==> config.mk <==
export PLATFORM = sky130hd
export DESIGN_NAME = page_commit_seq
export DESIGN_NICKNAME = d
export VERILOG_FILES = /design/src/rtl/page_commit_seq.sv
export SDC_FILE = /design/constraint.sdc
export NUM_CORES = 1
export LEC_CHECK = 0
export BUFFER_PORTS_ARGS = -buffer_cell sky130_fd_sc_hd__buf_4
export CORE_UTILIZATION = 66
export CTS_CLUSTER_DIAMETER = 120
export DETAILED_ROUTE_END_ITERATION = 8
export PLACE_DENSITY = 0.85
export SLEW_MARGIN = 20
export SYNTH_ARGS = -nofsm -noshare
export SYNTH_HDL_FRONTEND = slang
export SYNTH_SLANG_ARGS = --single-unit
==> constraint.sdc <==
create_clock -name clk -period 3.65 [get_ports clk]
set_input_delay 0 -clock clk [delete_from_list [all_inputs] [get_ports clk]]
set_output_delay 0 -clock clk [all_outputs]
set_load 0.02 [all_outputs]
==> src/rtl/page_commit_seq.sv <==
module page_commit_seq #(
  parameter int ADDR_W      = 9,
  parameter int DATA_W      = 8,
  parameter int PAGE_BYTES  = 16,
  parameter int WCYCLE_CLKS = 2000
) (
  input  logic              clk,
  input  logic              rst_n,
  input  logic              addr_load_i,
  input  logic [ADDR_W-1:0] addr_i,
  input  logic              byte_vld_i,
  input  logic [DATA_W-1:0] byte_i,
  input  logic              stop_i,
  input  logic              wp_i,
  output logic              arr_we_o,
  output logic [ADDR_W-1:0] arr_addr_o,
  output logic [DATA_W-1:0] arr_data_o,
  output logic              busy_o
);
  localparam int OFS_W = $clog2(PAGE_BYTES);
  localparam int PG_W  = ADDR_W - OFS_W;
  localparam int CNT_W = $clog2(WCYCLE_CLKS + 1);
  localparam logic [CNT_W-1:0] LAST_CNT = CNT_W'(WCYCLE_CLKS - 1);
  localparam logic [CNT_W-1:0] WIN_CNT  = CNT_W'(PAGE_BYTES);

  logic [PG_W-1:0]       page_q;
  logic [OFS_W-1:0]      ptr_q;
  logic [PAGE_BYTES-1:0] mask_q;
  logic [DATA_W-1:0]     buf_q [PAGE_BYTES];
  logic                  busy_q;
  logic [CNT_W-1:0]      cnt_q;
  logic [OFS_W-1:0]      slot;

  assign slot       = cnt_q[OFS_W-1:0];
  assign arr_we_o   = busy_q && (cnt_q < WIN_CNT) && mask_q[slot];
  assign arr_addr_o = {page_q, slot};
  assign arr_data_o = buf_q[slot];
  assign busy_o     = busy_q;

  always_ff @(posedge clk) begin
    if (!rst_n) begin
      page_q <= '0;
      ptr_q  <= '0;
      mask_q <= '0;
      busy_q <= 1'b0;
      cnt_q  <= '0;
      for (int i = 0; i < PAGE_BYTES; i++) buf_q[i] <= '0;
    end else if (busy_q) begin
      if (cnt_q == LAST_CNT) begin
        busy_q <= 1'b0;
        cnt_q  <= '0;
        mask_q <= '0;
      end else begin
        cnt_q <= cnt_q + 1'b1;
      end
    end else if (stop_i) begin
      if (mask_q != '0 && !wp_i) begin
        busy_q <= 1'b1;
        cnt_q  <= '0;
      end else begin
        mask_q <= '0;
      end
    end else if (addr_load_i) begin
      page_q <= addr_i[ADDR_W-1:OFS_W];
      ptr_q  <= addr_i[OFS_W-1:0];
      mask_q <= '0;
    end else if (byte_vld_i) begin
      buf_q[ptr_q]  <= byte_i;
      mask_q[ptr_q] <= 1'b1;
      ptr_q         <= ptr_q + 1'b1;
    end
  end
endmodule

==> impl_metrics.py <==
metrics = {
    "run_status": {
        "status": "complete, no violations",
    },
    "pwr": {
        "vdd_drop_max_mv": 0.296,
        "p_leak_nw": 3.29,
        "power_density_nw_per_um2": 459,
    },
    "synthesis": {
        "yosys_warnings": 0,
        "yosysSeqAreaShare_pct": 57.2,
        "netlist_instances": 614,
        "synth_area_leader_cell": "edfxtp_1",
        "synthArstFlopShare_pct": 0,
        "ys_top_cells_by_area": "edfxtp_1 (47%), mux4_2 (12%), dfxtp_1 (10%)",
        "ys_seq_elements": 169,
        "netlist_area_um2": 8150,
        "avgSynthCellArea_um2": 13.3,
        "yosys.area.top_type_share_pct": 47.2,
        "syn_nets": 642,
        "yosysUniqueCellTypes": 48,
        "synth-main-ff-cell": "edfxtp_1",
        "synth_edf_count": 128,
    },
    "timing": {
        "period_minus_slack_ps": 2920,
        "finClkSkew_ps": 6.21,
        "rsz0062_at_grt": "no",
        "slew_viol_final": 0,
        "fmax_mhz": 343,
        "setup_tns_ps": 0,
        "slew_headroom_pct": 28.1,
        "hold_ws_ps": 7.23,
        "period_share_pct": 80.0,
        "worst_pin_slew_ps": 1080,
        "hold_violations": 0,
        "setup_viol": 0,
    },
    "critical_path": {
        "ff2ff_path_depth": 4,
        "max_stage_delay_ps": 690,
        "worst_ep_required_time_ps": 3740,
        "r2r_slack_ps": 730,
        "crit_arrival_ps": 3010,
        "cp_top_family": "simple AND/OR/NAND/NOR gates",
        "crit_top_cell": "nor3_1",
        "cp_cell_sequence": "nor3_1, nand4_1, nor3_1, nand2b_1",
        "r2r_end": "buf_q[0][7]$_SDFFCE_PN0P_",
        "rr_startpoint": "busy_o$_SDFF_PN0_",
        "critPathSlowestCell": "nor3_1",
        "path_class": "reg2reg",
        "cp-end-kind": "register",
        "critPathBufInv": 0,
        "worstPathMaxFanout": 9,
        "start_kind": "register",
        "critPathLaunch": "busy_o$_SDFF_PN0_",
    },
    "clocking": {
        "cts_resized": 0,
        "cts_setup_buffers": 0,
        "cts_hold_buffers": 18,
        "cts-root-buf": "clkbuf_16",
        "cts_buffer_depth": 2,
        "cts_max_level": 4,
        "tritoncts": "yes",
        "clkLatencyLatePin_ps": 440,
        "cts_made_buffers": 17,
        "clkTransAtPathRegs_ps": 60,
        "cts.sink_count": 169,
    },
    "flow_run": {
        "maxCapViolations": 0,
    },
    "grt": {
        "grt_max_degree": 33,
        "grt_pass1_wl_um": 29100,
        "first_global_vias": 5340,
        "grt_usage_pct": 31.6,
        "grt_overflow": 0,
        "grt_antenna_before_repair": 0,
    },
    "drt": {
        "drt-total-wl_um": 18900,
        "drt_iter0_markers": 617,
        "post-route-drc-count": 0,
        "via_count": 5370,
        "viasPerCell": 6.52,
        "drt_first_pass_iters": 5,
        "wl_per_cell_um": 23.0,
        "antenna_left": 0,
    },
    "die": {
        "io_pins": 42,
        "core-area_um2": 12000,
        "chipHeight_um": 113,
        "die-width_um": 113,
        "fp-row-count": 40,
        "dieArea_um2": 12800,
        "initial_core_util_pct": 67.8,
    },
    "final_layout": {
        "diodes": 0,
        "layout-area-overhead-vs-synth_pct": 14.2,
        "utilization_pct": 77.5,
        "regArea_um2": 4670,
        "final_cell_mix": "and2_1 (128), edfxtp_1 (128), buf_4 (59)",
        "drive_above_1_share_pct": 22.5,
        "multi_input_area_um2": 3180,
        "nFillCells": 697,
        "nNetsFinal": 692,
    },
    "worst_hold_path": {
        "hold_start": "byte_i[1]",
        "holdPathStages": 2,
        "min_to": "buf_q[8][1]$_SDFFCE_PN0P_",
        "hold_path.class": "in2reg",
    },
    "placement": {
        "port_buffers": 41,
        "dpl.hpwl_um": 12600,
        "gp_congestion": 0.865,
    },
}
cells by family (layout without fill, tap and decap cells):
kind of cell | Yosys count | after routing | synth area share (%)
buf+inv | 68 | 130 | 3.70
simple gates | 236 | 236 | 16.7
flops | 169 | 169 | 57.2
compound gates | 85 | 85 | 8.34
fa+ha+maj | 5 | 5 | 0.768
mux | 51 | 51 | 13.2
flip-flops by register name, summed over array words and instances (netlist names), named ones only:
name    count
ptr_q       4
cnt_q      11
page_q      5
buf_q     128
busy_o      1
mask_q     16
worst max-delay path by stage:
stage	depth (start not counted)	slack (ps)	endpoint
4_1_cts	4	830	buf_q[1][5]$_SDFFCE_PN0P_
6_report	4	730	buf_q[0][7]$_SDFFCE_PN0P_
5_1_grt	4	520	buf_q[0][7]$_SDFFCE_PN0P_
3_5_place_dp	4	810	buf_q[0][7]$_SDFFCE_PN0P_
3_3_place_gp	4	1080	mask_q[15]$_SDFFE_PN0P_
2_1_floorplan	3	1370	buf_q[11][0]$_SDFFCE_PN0P_
worst register-to-register path: cells and delay by family, from the launching register on:
kind | cells | cell delay, ps
DFF | 1 | 320
and+or+nand+nor | 4 | 2260
Yosys cell counts, drive strengths merged (3+ instances only):
master  instances
and2          128
edfxtp        128
mux4           45
dfxtp          41
clkbuf         30
nor2           26
inv            22
nand3          22
o21ai          21
a211oi         18
a211o          16
buf            16
nand2          12
nor3           11
a21oi           9
nand2b          9
nand4           9
a31oi           7
mux2i           6
ha              5
or4             5
a311oi          3
nor2b           3
per-stage QoR:
stage	cell area [um2]	setup slack (ps)	power, mW	std cells
after floorplan	8150	1370	2.39	614
after global placement	8560	1080	2.49	774
after detailed placement	8560	813	2.51	774
after CTS	9310	833	4.27	823
after global routing	9310	518	4.38	823
final	9310	731	4.27	823
report_power, final:
| part | internal [mW] | total, mW | switching [mW] |
|---|---|---|---|
| Clock | 1.07 | 1.78 | 0.714 |
| Sequential | 2.12 | 2.16 | 0.0353 |
| Combinational | 0.140 | 0.336 | 0.195 |
area by class of cell:
type	instances	share of cell area [%]
clock buffers	22	4.77
multi-input cells	377	34.2
repair buffers	77	6.69
flip-flops and latches	169	50.1
inverters	22	0.887
well taps	147	1.98
clock inverters	9	1.34
per-layer routing:
| metal | global-route usage [%] | up-vias | share of wire [%] |
|---|---|---|---|
| li1 | - | 2392 | - |
| met5 | 0 | - | 0 |
| met4 | 11.5 | 0 | 2.1 |
| met2 | 56.0 | 266 | 53 |
| met1 | 38.9 | 2673 | 38 |
| met3 | 5.89 | 39 | 7.2 |
(Power assumes the default switching activity.)
